## src/rtl/dma_arb_pkg.sv

```systemverilog
package dma_arb_pkg;
  localparam int PRIO_W  = 2;
  localparam int NUM_LVL = 1 << PRIO_W;
  typedef logic [PRIO_W-1:0] prio_t;
endpackage

```

## src/rtl/dma_arb_pick.sv

```systemverilog
module dma_arb_pick
  import dma_arb_pkg::*;
#(
  parameter int NUM_CH = 6
) (
  input  logic [NUM_CH-1:0]        req_i,
  input  logic [NUM_CH*PRIO_W-1:0] prio_i,
  output logic [NUM_CH-1:0]        win_o
);
  logic [NUM_LVL-1:0][NUM_CH-1:0] at_lvl;
  logic [NUM_CH-1:0]              cand;

  for (genvar c = 0; c < NUM_CH; c++) begin : g_ch
    prio_t p;
    assign p = prio_i[c*PRIO_W +: PRIO_W];
    for (genvar l = 0; l < NUM_LVL; l++) begin : g_lvl
      assign at_lvl[l][c] = req_i[c] && (p == prio_t'(l));
    end
  end

  // highest occupied level first
  always_comb begin
    cand = '0;
    for (int l = NUM_LVL - 1; l >= 0; l--) begin
      if (cand == '0) cand = at_lvl[l];
    end
  end

  // isolate lowest set bit: lowest index wins ties
  assign win_o = cand & (~cand + NUM_CH'(1));
endmodule

```

## src/rtl/dma_arb_enc.sv

```systemverilog
module dma_arb_enc #(
  parameter int NUM_CH = 6,
  parameter int IDX_W  = 3
) (
  input  logic [NUM_CH-1:0] oh_i,
  output logic [IDX_W-1:0]  idx_o
);
  always_comb begin
    idx_o = '0;
    for (int c = 0; c < NUM_CH; c++) begin
      if (oh_i[c]) idx_o = idx_o | IDX_W'(c);
    end
  end
endmodule

```

## src/rtl/dma_arb_hold.sv

```systemverilog
module dma_arb_hold #(
  parameter int NUM_CH = 6
) (
  input  logic              clk_i,
  input  logic              rst_ni,
  input  logic [NUM_CH-1:0] win_i,
  input  logic              done_i,
  output logic [NUM_CH-1:0] grant_o
);
  logic busy;
  assign busy = |grant_o;

  always_ff @(posedge clk_i or negedge rst_ni) begin
    if (!rst_ni)     grant_o <= '0;
    else if (!busy)  grant_o <= win_i;
    else if (done_i) grant_o <= '0;
  end

  AST_GRANT_ONEHOT: assert property (@(posedge clk_i) disable iff (!rst_ni)
    $onehot0(grant_o));
  AST_GRANT_HOLD: assert property (@(posedge clk_i) disable iff (!rst_ni)
    (busy && !done_i) |=> $stable(grant_o));
  AST_DONE_RELEASE: assert property (@(posedge clk_i) disable iff (!rst_ni)
    (busy && done_i) |=> (grant_o == '0));
endmodule

```

## src/rtl/dma_prio_arbiter.sv

```systemverilog
module dma_prio_arbiter
  import dma_arb_pkg::*;
#(
  parameter int NUM_CH = 6,
  localparam int IDX_W = (NUM_CH > 1) ? $clog2(NUM_CH) : 1
) (
  input  logic                     clk_i,
  input  logic                     rst_ni,
  input  logic [NUM_CH-1:0]        req_i,
  input  logic [NUM_CH*PRIO_W-1:0] prio_i,
  input  logic                     done_i,
  output logic [NUM_CH-1:0]        grant_o,
  output logic [IDX_W-1:0]         grant_idx_o
);
  logic [NUM_CH-1:0] win;

  dma_arb_pick #(.NUM_CH(NUM_CH)) u_pick (
    .req_i (req_i),
    .prio_i(prio_i),
    .win_o (win)
  );

  dma_arb_hold #(.NUM_CH(NUM_CH)) u_hold (
    .clk_i  (clk_i),
    .rst_ni (rst_ni),
    .win_i  (win),
    .done_i (done_i),
    .grant_o(grant_o)
  );

  dma_arb_enc #(.NUM_CH(NUM_CH), .IDX_W(IDX_W)) u_enc (
    .oh_i (grant_o),
    .idx_o(grant_idx_o)
  );

  AST_NO_REQ_NO_GRANT: assert property (@(posedge clk_i) disable iff (!rst_ni)
    (grant_o == '0 && req_i == '0) |=> (grant_o == '0));
  AST_GRANT_HAD_REQ: assert property (@(posedge clk_i) disable iff (!rst_ni)
    (grant_o == '0) |=> (grant_o == '0 || (grant_o & $past(req_i)) != '0));
  AST_IDX_MATCH: assert property (@(posedge clk_i) disable iff (!rst_ni)
    (grant_o != '0) |-> grant_o[grant_idx_o]);
  AST_REQ_GETS_GRANT: assert property (@(posedge clk_i) disable iff (!rst_ni)
    (grant_o == '0 && req_i != '0) |=> (grant_o != '0));
endmodule

```

## config.mk

```make
export PLATFORM = sky130hd
export DESIGN_NAME = dma_prio_arbiter
export DESIGN_NICKNAME = d
export VERILOG_FILES = /design/src/rtl/dma_arb_pkg.sv /design/src/rtl/dma_arb_pick.sv /design/src/rtl/dma_arb_enc.sv /design/src/rtl/dma_arb_hold.sv /design/src/rtl/dma_prio_arbiter.sv
export SDC_FILE = /design/constraint.sdc
export NUM_CORES = 1
export LEC_CHECK = 0
export ABC_CLOCK_PERIOD_IN_PS = 2100
export CAP_MARGIN = 20
export CORE_MARGIN = 4
export CORE_UTILIZATION = 30
export CTS_CLUSTER_SIZE = 40
export DETAILED_ROUTE_END_ITERATION = 8
export GPL_ROUTABILITY_DRIVEN = 0
export HOLD_SLACK_MARGIN = 0.12
export PLACE_DENSITY_LB_ADDON = 0.1
export RECOVER_POWER = 50
export SLEW_MARGIN = 20
export SYNTH_ARGS = -nofsm -noshare
export SYNTH_HDL_FRONTEND = slang
export SYNTH_SLANG_ARGS = --single-unit
```

## constraint.sdc

```tcl
create_clock -name clk_i -period 2.1 [get_ports clk_i]
set_input_delay 0.525 -clock clk_i [delete_from_list [all_inputs] [get_ports clk_i]]
set_output_delay 0.525 -clock clk_i [all_outputs]
set_load 0.05 [all_outputs]
```

==> results of run 1 <==
## area by class of cell
cell class	instances	area share [%]
inverters	4	1.29
well taps	27	2.90
multi-input cells	66	46.8
clock buffers	3	1.93
flip-flops and latches	6	12.9
repair buffers	50	34.2
## worst paths after layout
path	start	cells past startpoint	slack, ps	end
worst max-delay path	req_i[5]	7	100	u_hold.grant_o[3]$_DFFE_PN0P_
worst min-delay path	u_hold.grant_o[4]$_DFFE_PN0P_	1	500	u_hold.grant_o[4]$_DFFE_PN0P_
max in group asynchronous	rst_ni	1	1270	u_hold.grant_o[2]$_DFFE_PN0P_
min in group asynchronous	rst_ni	1	600	u_hold.grant_o[4]$_DFFE_PN0P_
worst min register to register	u_hold.grant_o[4]$_DFFE_PN0P_	1	500	u_hold.grant_o[4]$_DFFE_PN0P_
worst max register to register	u_hold.grant_o[5]$_DFFE_PN0P_	6	160	u_hold.grant_o[3]$_DFFE_PN0P_
## through the flow
| step | setup TNS, ps | utilization [%] |
|---|---|---|
| 3_5_place_dp | -2350 | 55.8 |
| 5_1_grt | 0 | 58.8 |
| 3_3_place_gp | -2220 | 55.8 |
| 2_1_floorplan | 0 | - |
| 4_1_cts | 0 | 59.4 |
| 6_report | 0 | 58.8 |
## logic make-up after synthesis
kind of cell | count (synthesis)
AND/OR/NAND/NOR | 40
AO/OA/AOI/OAI | 25
flip-flops | 6
buffers and inverters | 4
multiplexers | 1
## what timing repair did
item	in CTS	in global routing
setup endpoints to repair	6	3
gates cloned	0	0
buffers inserted	0	0
pin swaps	12	8
resized for setup	33	15
## per-layer routing
layer,GRT usage [%],vias up,share of wire [%]
li1,-,415,-
met3,4.16,0,3.9
met1,19.4,398,47
met4,2.55,0,0
met5,0,-,0
met2,27.0,20,49
## power by group through the flow
stage                     logic (W)  clock network, W  registers (W)
after detailed placement   0.000604                 0       0.000178
after floorplan            0.000273                 0       0.000284
final                      0.000602          0.000104       0.000176
after global routing       0.000644          0.000116       0.000183
after CTS                  0.000617          0.000109       0.000176
after global placement     0.000603                 0       0.000178
## cells in the final DEF (no fill, tap or decap), drive strengths merged, types with 2 or more instances in the layout
master         Yosys  routed
buf                0      21
dlygate4sd2        0      11
clkbuf             0      10
nand2              8       8
clkdlybuf4s50      0       7
dfrtp              6       6
inv                4       4
or2                4       4
and2               4       4
nand3              4       4
nand3b             3       3
a21oi              3       3
clkdlybuf4s15      0       3
and3               3       3
nor2               3       3
o21ai              2       2
nand2b             2       2
nor3b              2       2
a211o              2       2
nor3               2       2
a32o               2       2
o2bb2ai            2       2
## cell usage after synthesis, types with 2 or more instances
cell type,number
sky130_fd_sc_hd__and2_1,2
sky130_fd_sc_hd__a21oi_1,3
sky130_fd_sc_hd__or2_2,3
sky130_fd_sc_hd__nor2_1,3
sky130_fd_sc_hd__a32o_1,2
sky130_fd_sc_hd__a211o_1,2
sky130_fd_sc_hd__nand3_1,4
sky130_fd_sc_hd__and2_4,2
sky130_fd_sc_hd__and3_1,2
sky130_fd_sc_hd__nor3b_1,2
sky130_fd_sc_hd__inv_1,4
sky130_fd_sc_hd__o2bb2ai_1,2
sky130_fd_sc_hd__nand2b_1,2
sky130_fd_sc_hd__dfrtp_1,6
sky130_fd_sc_hd__nand2_1,8
sky130_fd_sc_hd__nor3_1,2
sky130_fd_sc_hd__nand3b_1,3
sky130_fd_sc_hd__o21ai_0,2
## worst max-delay path, cell delays in order
cell	delay, ps
sky130_fd_sc_hd__clkdlybuf4s15_1	310
sky130_fd_sc_hd__nand3_2	110
sky130_fd_sc_hd__and2b_4	170
sky130_fd_sc_hd__a211o_1	300
sky130_fd_sc_hd__a211o_1	260
sky130_fd_sc_hd__or2_1	240
sky130_fd_sc_hd__o32ai_2	240
==> results.txt, run 1 <==
----------------------------------------------------
[Outcome]
  Run status ... finished clean

[Critical path]
  Startpoint kind of the worst setup timing path ... input port
  Worst setup path class ... in -> reg
  CP Max Fanout ... 4
  Critical path endpoint category ... flip-flop
  Critical Path RT ... 2250 ps
  Signal arrival time at the worst endpoint ... 2150 ps

[Clocking]
  CTS H-tree lvls ... 1
  Clock latency on the worst-skew pair ... 240 ps
  Clock Path Buffers ... 2
  Clock tree from TritonCTS ... yes
  Count of clock tree sinks ... 6
  Clock transition at the registers of the reported paths ... 40 ps
  CTS Root Buffer Type ... sky130_fd_sc_hd__clkbuf_4
  CTS hold repair buffers ... 0
  Number of buffers created by CTS ... 3

[Final layout]
  Post-route design area ... 1170 um^2
  Register cell area after layout ... 150 um^2
  Area used by multi-input combinational logic ... 546 um^2
  Flip-flop count of the largest register after layout ... 6
  Share of post-route cells with drive strength above 1 ... 41.9%
  Final net count ... 152
  Layout-stage area growth over the synthesis result ... 86.0%
  Register containing the most flip-flops in the final layout ... u_hold.grant_o
  Registers with the most flip-flops ... u_hold.grant_o (6)
  Final Non-Filler Cells ... 156
  Antenna fix cells ... 0
  Filler cells ... 174

[STA]
  Final-report hold violation count ... 0
  Minimum period implied by the final worst setup slack ... 2000 ps
  Final worst setup slack ... 95.3 ps
  Worst max-slew margin expressed relative to the limit ... 66.4%
  Final number of max-transition violations ... 0
  Hold Slack ... 501 ps
  Worst Skew ... 2.09 ps
  Worst-Margin Slew ... 502 ps
  Unrepaired setup endpoints after global routing ... false
  Setup violators final ... 0
  Final worst-path cycle share ... 95.5%
  Max frequency ... 0.499 GHz

[Placed design]
  Post-DP HPWL ... 1670 um
  Pre-CTS setup slack ... -529 ps
  Port Buf Inserts ... 29
  Instance area after placement ... 1110 um^2
  Number of placed instances with taps included ... 153

[Routing]
  Number of vias in the routed layout ... 833
  Detailed-route vias per instance ... 5.34
  Final routed wire length divided by cell count ... 13.0 um
  # DRC ... 0
  Wirelength, routed ... 2040 um
  Number of nets still failing antenna checks after routing ... 0
  Iter 0 DRT Violations ... 15
  Iteration count of the initial detailed-routing pass ... 4

[Synth]
  Commonest register cell after synthesis ... sky130_fd_sc_hd__dfrtp_1
  Synth top area share ... 24.0%
  Avg Synthesized Cell Area ... 8.25 um^2
  Count of unique library cells instantiated by Yosys ... 40
  Share of synthesized area occupied by flip-flops and latches ... 24.0%
  Post-synthesis instance total ... 76
  Synth Area in XOR/XNOR ... 0%
  Number of synthesized flops with an enable pin ... 0
  Count of state elements after synthesis ... 6
  Async set or reset register ratio after synthesis ... 100%
  Synthesized netlist net count ... 97
  Post-Syn Area ... 627 um^2
  Simple-gate area share of the yosys netlist ... 37.7%
  Area contributors post-synth ... sky130_fd_sc_hd__dfrtp_1 (24%), sky130_fd_sc_hd__nand2_1 (4.8%), sky130_fd_sc_hd__nand3b_1 (3.6%)
  Share of synthesized cell area in full adder, half adder and majority cells ... 0%
  Library cell with the largest summed area after synthesis ... sky130_fd_sc_hd__dfrtp_1
  Multiplexer share of the synthesized area ... 1.80%
  Compound-Gate Fraction of Synth Area ... 34.1%
  Dominant combinational cell family by area after synthesis ... simple AND/OR/NAND/NOR gates
  Yosys warns ... 0

[Power]
  Part of the total power dissipated in the clock network ... 11.8%
  Post-layout power ... 0.000881 W
  Power per cell area ... 756 nW/um^2
  Net switching share of the total power ... 49.7%
  Comb pwr share ... 68.3%
  Leakage power ... 0.544 nW
  Cell-internal power ... 0.000443 W
  Fraction of power consumed by sequential logic ... 19.9%
  VDD IR max ... 0.788 mV
  Total net switching power ... 0.000438 W

[Global routing]
  Wire length of the first global-routing pass ... 3410 um
  Total global routing overflow ... 0
  Number of global-route vias before repair ... 832
  Combined global-route utilization of all metal layers ... 15.6%
  Pin count of the biggest net entering global routing ... 7
  Antenna violations before repair ... 0

[Die]
  Die H ... 53.7 um
  Row Count ... 16
  Area of the die ... 2880 um^2
  Chip Width ... 53.7 um
  Effective utilization at floorplan ... 31.6%
  Number of top-level pins ... 30
  Area of the placeable core ... 1980 um^2

[Flow run]
  Max-cap violation count ... 0

[Worst hold path]
  Class of the tightest hold or removal check ... reg -> reg

----------------------------------------------------
No activity file was read; power rests on OpenSTA's default activity.
==> run 2: changes to the inputs <==
--- a/config.mk
+++ b/config.mk
@@ -15,6 +15,7 @@
 export HOLD_SLACK_MARGIN = 0.12
 export PLACE_DENSITY_LB_ADDON = 0.1
 export RECOVER_POWER = 50
+export SKIP_CTS_REPAIR_TIMING = 1
 export SLEW_MARGIN = 20
 export SYNTH_ARGS = -nofsm -noshare
 export SYNTH_HDL_FRONTEND = slang
==> run 2 against run 1 <==
Against the previous run: worst hold slack better by 10 ps; cell area up 5.8%; sequential power about the same.
==> results.txt, run 2 (synthesis gave the netlist of run 1 again) <==
----------------------------------------------------
[STA]
  Final-report hold violation count ... 0 (unchanged)
  Final number of max-transition violations ... 0 (unchanged)
  Final worst-path cycle share ... 95.6% (+0.19 points)
  Worst Skew ... 1.78 ps (-0.303 ps)
  Minimum period implied by the final worst setup slack ... 2010 ps (+3.91 ps)
  Worst max-slew margin expressed relative to the limit ... 60.3% (-6.2 points)
  Unrepaired setup endpoints after global routing ... false
  Max frequency ... 0.498 GHz (-0.19%)
  Worst-Margin Slew ... 598 ps (+96.4 ps)
  Setup violators final ... 0 (unchanged)
  Hold Slack ... 512 ps (+10.5 ps)

[Critical path]
  Startpoint of the most critical register-to-register path ... u_hold.grant_o[5]$_DFFE_PN0P_
  Cell family contributing the most delay on the critical path ... compound AO/OA/AOI/OAI gates
  CP bufs+invs ... 1 (unchanged)
  Critical Path RT ... 2280 ps (+30 ps)
  R2R Setup Slk ... 240 ps (+80 ps)
  Startpoint kind of the worst setup timing path ... input port
  Register-to-Register Path Depth ... 6 (unchanged)
  Worst setup path class ... in -> reg
  Launch point of the critical path ... prio_i[5]
  CP Max Fanout ... 5 (+1)
  Crit Reg-Reg Endpoint ... u_hold.grant_o[3]$_DFFE_PN0P_
  Cell count along the critical path ... 7 (unchanged)
  List of cells traversed by the critical path ... dlymetal6s2s_1, and2_4, a211oi_4, and3_1, o21ai_0, a2111oi_2, a32o_1
  Critical Path Sink ... u_hold.grant_o[5]$_DFFE_PN0P_
  Signal arrival time at the worst endpoint ... 2180 ps (+30 ps)
  Critical path endpoint category ... flip-flop
  Highest-delay cell along the critical path ... sky130_fd_sc_hd__a2111oi_2
  CP max stage delay ... 380 ps (+70 ps)

[Power]
  Total net switching power ... 0.000440 W (+0.56%)
  Fraction of power consumed by sequential logic ... 19.8% (about the same)
  Leakage power ... 0.685 nW (+26%)
  Cell-internal power ... 0.000450 W (+1.5%)
  Post-layout power ... 0.000890 W (+1.0%)
  Net switching share of the total power ... 49.5% (-0.23 points)
  Power per cell area ... 722 nW/um^2 (-4.5%)
  Comb pwr share ... 68.5% (+0.2 points)
  VDD IR max ... 0.788 mV (about the same)
  Part of the total power dissipated in the clock network ... 11.7% (about the same)

[Global routing]
  Pin count of the biggest net entering global routing ... 7 (unchanged)
  Combined global-route utilization of all metal layers ... 15.1% (-0.54 points)
  Total global routing overflow ... 0 (unchanged)
  Antenna violations before repair ... 0 (unchanged)
  Wire length of the first global-routing pass ... 3280 um (-3.6%)
  Number of global-route vias before repair ... 790 (-5.0%)

[Flow run]
  Max-cap violation count ... 0 (unchanged)

[Clocking]
  Clock tree from TritonCTS ... yes
  Number of buffers created by CTS ... 3 (unchanged)
  Count of clock tree sinks ... 6 (unchanged)
  Clock Path Buffers ... 2 (unchanged)
  CTS H-tree lvls ... 1 (unchanged)
  Clock latency on the worst-skew pair ... 240 ps (about the same)
  CTS Root Buffer Type ... sky130_fd_sc_hd__clkbuf_4
  Clock transition at the registers of the reported paths ... 40 ps (about the same)

[Final layout]
  Flip-flop count of the largest register after layout ... 6 (unchanged)
  Share of post-route cells with drive strength above 1 ... 35.7% (-6.2 points)
  Register cell area after layout ... 150 um^2 (unchanged)
  Antenna fix cells ... 0 (unchanged)
  Registers with the most flip-flops ... u_hold.grant_o (6)
  Register containing the most flip-flops in the final layout ... u_hold.grant_o
  Area used by multi-input combinational logic ... 536 um^2 (-1.8%)
  Final net count ... 152 (unchanged)
  Commonest cells after routing, fill and taps aside ... sky130_fd_sc_hd__buf_4 (21), sky130_fd_sc_hd__dlymetal6s2s_1 (18), sky130_fd_sc_hd__nand2_1 (8), sky130_fd_sc_hd__clkdlybuf4s50_1 (7), sky130_fd_sc_hd__dfrtp_1 (6)
  Layout-stage area growth over the synthesis result ... 96.8%
  Filler cells ... 159 (-8.6%)
  Most common cell after layout, fill and taps aside ... sky130_fd_sc_hd__buf_4

[Routing]
  Wirelength, routed ... 2170 um (+6.7%)
  Detailed-route vias per instance ... 5.24 (-1.9%)
  Number of nets still failing antenna checks after routing ... 0 (unchanged)
  Iter 0 DRT Violations ... 8 (-7)
  Number of vias in the routed layout ... 817 (-1.9%)
  Final routed wire length divided by cell count ... 13.9 um (+6.7%)
  # DRC ... 0 (unchanged)
  Iteration count of the initial detailed-routing pass ... 4 (unchanged)

[Die]
  Chip Width ... 53.7 um (unchanged)
  Row Count ... 16 (unchanged)
  Number of top-level pins ... 30 (unchanged)
  Die H ... 53.7 um (unchanged)
  Area of the placeable core ... 1980 um^2 (unchanged)
  Effective utilization at floorplan ... 31.6% (unchanged)
  Area of the die ... 2880 um^2 (unchanged)

[Worst hold path]
  Min-Delay Startpoint ... u_hold.grant_o[4]$_DFFE_PN0P_
  Class of the tightest hold or removal check ... reg -> reg
  Worst Hold Depth ... 1 (unchanged)

[Placed design]
  Port Buf Inserts ... 29 (unchanged)
  Post-DP HPWL ... 1670 um (unchanged)

[Outcome]
  Run status ... finished clean

----------------------------------------------------
-- run 2: metal layers --
layer	track usage, %	wire [um]	up-vias
li1	-	-	411
met1	20.2	983	388
met2	24.6	1100	18
met3	3.60	85	0
met4	2.55	0	0
met5	0	0	-
-- run 2: worst register-to-register path: stages (launching register included) --
cell and delay [ps]:
sky130_fd_sc_hd__dfrtp_1 400, sky130_fd_sc_hd__or2_4 260, sky130_fd_sc_hd__nor3_1 220, sky130_fd_sc_hd__nand2_1 110
sky130_fd_sc_hd__a211o_1 310, sky130_fd_sc_hd__or2_1 260, sky130_fd_sc_hd__o32ai_2 200
-- run 2: power by group through the flow --
stage / registers (W) / logic, W / clock network, W
after CTS: 0.000176 / 0.000607 / 0.000109
after global placement: 0.000178 / 0.000603 / 0
after floorplan: 0.000284 / 0.000273 / 0
after global routing: 0.000183 / 0.000653 / 0.000116
final: 0.000176 / 0.000610 / 0.000104
after detailed placement: 0.000178 / 0.000604 / 0
-- run 2: worst min-delay path by stage --
| stage | end | slack (ps) |
|---|---|---|
| after floorplan | u_hold.grant_o[0]$_DFFE_PN0P_ | 230 |
| after global placement | u_hold.grant_o[4]$_DFFE_PN0P_ | 510 |
| after detailed placement | u_hold.grant_o[4]$_DFFE_PN0P_ | 500 |
| after CTS | u_hold.grant_o[4]$_DFFE_PN0P_ | 510 |
| after global routing | u_hold.grant_o[0]$_DFFE_PN0P_ | 560 |
| final | u_hold.grant_o[4]$_DFFE_PN0P_ | 510 |
-- run 2: area by class of cell --
class,count,area share (%)
Sequential cell,6,12.2
Clock buffer,3,1.83
Inverter,4,1.22
Tap cell,27,2.74
Multi-Input combinational cell,66,43.4
Timing Repair Buffer,50,38.6
-- run 2: per-stage QoR --
stage | instances | setup WS [ps] | TNS [ps] | cell area, um^2 | utilization, %
2_1_floorplan | 76 | 79.9 | 0 | 629 | -
3_3_place_gp | 153 | -492 | -2220 | 1110 | 55.8
3_5_place_dp | 153 | -529 | -2350 | 1110 | 55.8
4_1_cts | 156 | -283 | -1040 | 1130 | 56.9
5_1_grt | 156 | 18.3 | 0 | 1230 | 62.2
6_report | 156 | 91.4 | 0 | 1230 | 62.2
==> run 3: changes to the inputs <==
--- a/config.mk
+++ b/config.mk
@@ -8,7 +8,7 @@
 export ABC_CLOCK_PERIOD_IN_PS = 2100
 export CAP_MARGIN = 20
 export CORE_MARGIN = 4
-export CORE_UTILIZATION = 30
+export CORE_UTILIZATION = 39
 export CTS_CLUSTER_SIZE = 40
 export DETAILED_ROUTE_END_ITERATION = 8
 export GPL_ROUTABILITY_DRIVEN = 0
==> run 3 against run 2 <==
Against the previous run: non-clock buffer count decreased by 1; cell area shrank 1.8%; first-iteration DRC count grew to 5.0 times the previous value; clock-buffer cell count stayed put; sequential power barely moved; clock power barely moved; critical path depth up 1; worst setup slack worse by 39 ps; combinational power rose by 2%; die area shrank 20%; clock skew down 0.84 ps.
==> results.txt, run 3 (synthesis gave the netlist of run 1 again) <==
----------------------------------------------------
[Die]
  Area of the die ... 2310 um^2 (-20%)
  Effective utilization at floorplan ... 41.6% (+10 points)
  Chip Width ... 48.1 um (-10%)
  Die H ... 48.1 um (-10%)
  Area of the placeable core ... 1510 um^2 (-24%)
  Number of top-level pins ... 30 (unchanged)
  Row Count ... 14 (-2)

[STA]
  Unrepaired setup endpoints after global routing ... false
  Worst-Margin Slew ... 599 ps (+0.501 ps)
  Final number of max-transition violations ... 0 (unchanged)
  Final worst-path cycle share ... 97.5% (+1.9 points)
  Final worst setup slack ... 52.1 ps (-39.3 ps)
  Setup violators final ... 0 (unchanged)
  Minimum period implied by the final worst setup slack ... 2050 ps (+39.3 ps)
  Max frequency ... 0.488 GHz (-1.9%)
  Worst max-slew margin expressed relative to the limit ... 60.3% (about the same)
  Worst Skew ... 0.940 ps (-0.845 ps)
  Hold Slack ... 519 ps (+7.78 ps)
  Final-report hold violation count ... 0 (unchanged)

[Critical path]
  Worst setup path class ... in -> reg
  Crit Reg-Reg Endpoint ... u_hold.grant_o[3]$_DFFE_PN0P_
  Register-to-Register Path Depth ... 6 (unchanged)
  Top cell by count, worst path ... sky130_fd_sc_hd__and2_4
  Critical Path RT ... 2280 ps (about the same)
  Startpoint of the most critical register-to-register path ... u_hold.grant_o[5]$_DFFE_PN0P_
  CP max stage delay ... 400 ps (+20 ps)
  R2R Setup Slk ... 180 ps (-60 ps)
  CP Max Fanout ... 4 (-1)
  Cell family contributing the most delay on the critical path ... compound AO/OA/AOI/OAI gates
  CP bufs+invs ... 2 (+1)
  List of cells traversed by the critical path ... dlymetal6s2s_1, and2_4, buf_4, a221oi_4, and2_4, nor3_1, a2111oi_1, a32o_1
  Highest-delay cell along the critical path ... sky130_fd_sc_hd__a2111oi_1
  Critical path endpoint category ... flip-flop
  Signal arrival time at the worst endpoint ... 2230 ps (+50 ps)
  Startpoint kind of the worst setup timing path ... input port

[Routing]
  Detailed-route vias per instance ... 6.15 (+17%)
  Final routed wire length divided by cell count ... 18.3 um (+32%)
  Number of vias in the routed layout ... 886 (+8.4%)
  Number of nets still failing antenna checks after routing ... 0 (unchanged)
  Iter 0 DRT Violations ... 40 (+32)
  # DRC ... 0 (unchanged)
  Wirelength, routed ... 2640 um (+22%)
  Iteration count of the initial detailed-routing pass ... 4 (unchanged)

[Clocking]
  Number of buffers created by CTS ... 3 (unchanged)
  Clock transition at the registers of the reported paths ... 40 ps (about the same)
  Clock tree from TritonCTS ... yes
  Count of clock tree sinks ... 6 (unchanged)
  CTS H-tree lvls ... 1 (unchanged)
  Clock latency on the worst-skew pair ... 240 ps (about the same)
  Clock Path Buffers ... 2 (unchanged)
  CTS Root Buffer Type ... sky130_fd_sc_hd__clkbuf_4

[Power]
  Part of the total power dissipated in the clock network ... 11.8% (about the same)
  VDD IR max ... 0.871 mV (+11%)
  Cell-internal power ... 0.000451 W (+0.11%)
  Fraction of power consumed by sequential logic ... 19.7% (about the same)
  Leakage power ... 0.677 nW (-1.1%)
  Power per cell area ... 749 nW/um^2 (+3.7%)
  Total net switching power ... 0.000456 W (+3.6%)
  Comb pwr share ... 68.6% (about the same)
  Net switching share of the total power ... 50.3% (+0.87 points)

[Final layout]
  Layout-stage area growth over the synthesis result ... 93.2%
  Final Non-Filler Cells ... 144 (-7.7%)
  Most common cell after layout, fill and taps aside ... sky130_fd_sc_hd__buf_4
  Post-route design area ... 1210 um^2 (-1.8%)
  Final net count ... 151 (-0.66%)
  Filler cells ... 97 (-39%)
  Flip-flop count of the largest register after layout ... 6 (unchanged)
  Antenna fix cells ... 0 (unchanged)
  Commonest cells after routing, fill and taps aside ... sky130_fd_sc_hd__buf_4 (20), sky130_fd_sc_hd__dlymetal6s2s_1 (18), sky130_fd_sc_hd__clkdlybuf4s50_1 (7), sky130_fd_sc_hd__nand2_1 (6), sky130_fd_sc_hd__dfrtp_1 (6)
  Layout Utilization ... 80.4% (+18 points)
  Register containing the most flip-flops in the final layout ... u_hold.grant_o
  Registers with the most flip-flops ... u_hold.grant_o (6)
  Share of post-route cells with drive strength above 1 ... 37.5% (+1.8 points)

[Global routing]
  Met3 GRT Util ... 7.01% (+3.4 points)
  Combined global-route utilization of all metal layers ... 19.7% (+4.6 points)
  Wire length of the first global-routing pass ... 3150 um (-4.0%)
  Met1 track utilization from global routing ... 24.6% (+4.4 points)
  Top Usage Layer GRT ... met2
  Number of global-route vias before repair ... 760 (-3.8%)
  Routing usage on met2 ... 32.2% (+7.6 points)
  Total global routing overflow ... 0 (unchanged)
  Pin count of the biggest net entering global routing ... 7 (unchanged)
  Antenna violations before repair ... 0 (unchanged)

[Placed design]
  Number of placed instances with taps included ... 139 (-9.2%)
  Post-DP HPWL ... 1700 um (+1.7%)
  Instance area after placement ... 1070 um^2 (-3.3%)
  Pre-CTS setup slack ... -583 ps (-54.7 ps)
  Port Buf Inserts ... 29 (unchanged)

[Outcome]
  Run status ... finished clean

[Worst hold path]
  Worst Hold Depth ... 1 (unchanged)
  Class of the tightest hold or removal check ... reg -> reg
  Min-Delay Startpoint ... u_hold.grant_o[0]$_DFFE_PN0P_
  Worst-case hold path end point ... u_hold.grant_o[0]$_DFFE_PN0P_

[Flow run]
  Max-cap violation count ... 0 (unchanged)

----------------------------------------------------
## run 3: metrics by stage
step                      setup TNS [ps]  power, W
after floorplan                        0  0.000558
after global placement             -2400  0.000771
after detailed placement           -2820  0.000778
after CTS                          -1400  0.000892
after global routing                   0  0.000959
final                                  0  0.000907
## run 3: power groups by stage
stage	logic [W]	registers, W	clock network (W)
after detailed placement	0.000600	0.000178	0
final	0.000622	0.000178	0.000107
after floorplan	0.000273	0.000284	0
after global placement	0.000593	0.000178	0
after global routing	0.000654	0.000182	0.000124
after CTS	0.000602	0.000177	0.000113
## run 3: final cells by class
class | instances | area, um^2 | area share (%)
flip-flops and latches | 6 | 150 | 12.4
repair buffers | 49 | 469 | 38.7
clock buffers | 3 | 22.5 | 1.86
inverters | 4 | 15.0 | 1.24
multi-input cells | 66 | 534 | 44.1
well taps | 16 | 20.0 | 1.65
## run 3: routing by layer
metal  share of wire (%)  vias to the layer above
met5                   0                        -
met4                 3.6                        0
met3                 6.3                       11
met2                  52                       48
met1                  38                      425
li1                    -                      402
## run 3: worst max-delay path by stage
stage	startpoint	end	slack (ps)	cells after the start
final	req_i[3]	u_hold.grant_o[5]$_DFFE_PN0P_	50	8
after global routing	prio_i[5]	u_hold.grant_o[4]$_DFFE_PN0P_	1	9
after CTS	req_i[2]	u_hold.grant_o[5]$_DFFE_PN0P_	-320	7
after detailed placement	req_i[2]	u_hold.grant_o[5]$_DFFE_PN0P_	-580	7
after global placement	req_i[2]	u_hold.grant_o[5]$_DFFE_PN0P_	-500	7
after floorplan	u_hold.grant_o[5]$_DFFE_PN0P_	u_hold.grant_o[3]$_DFFE_PN0P_	80	6
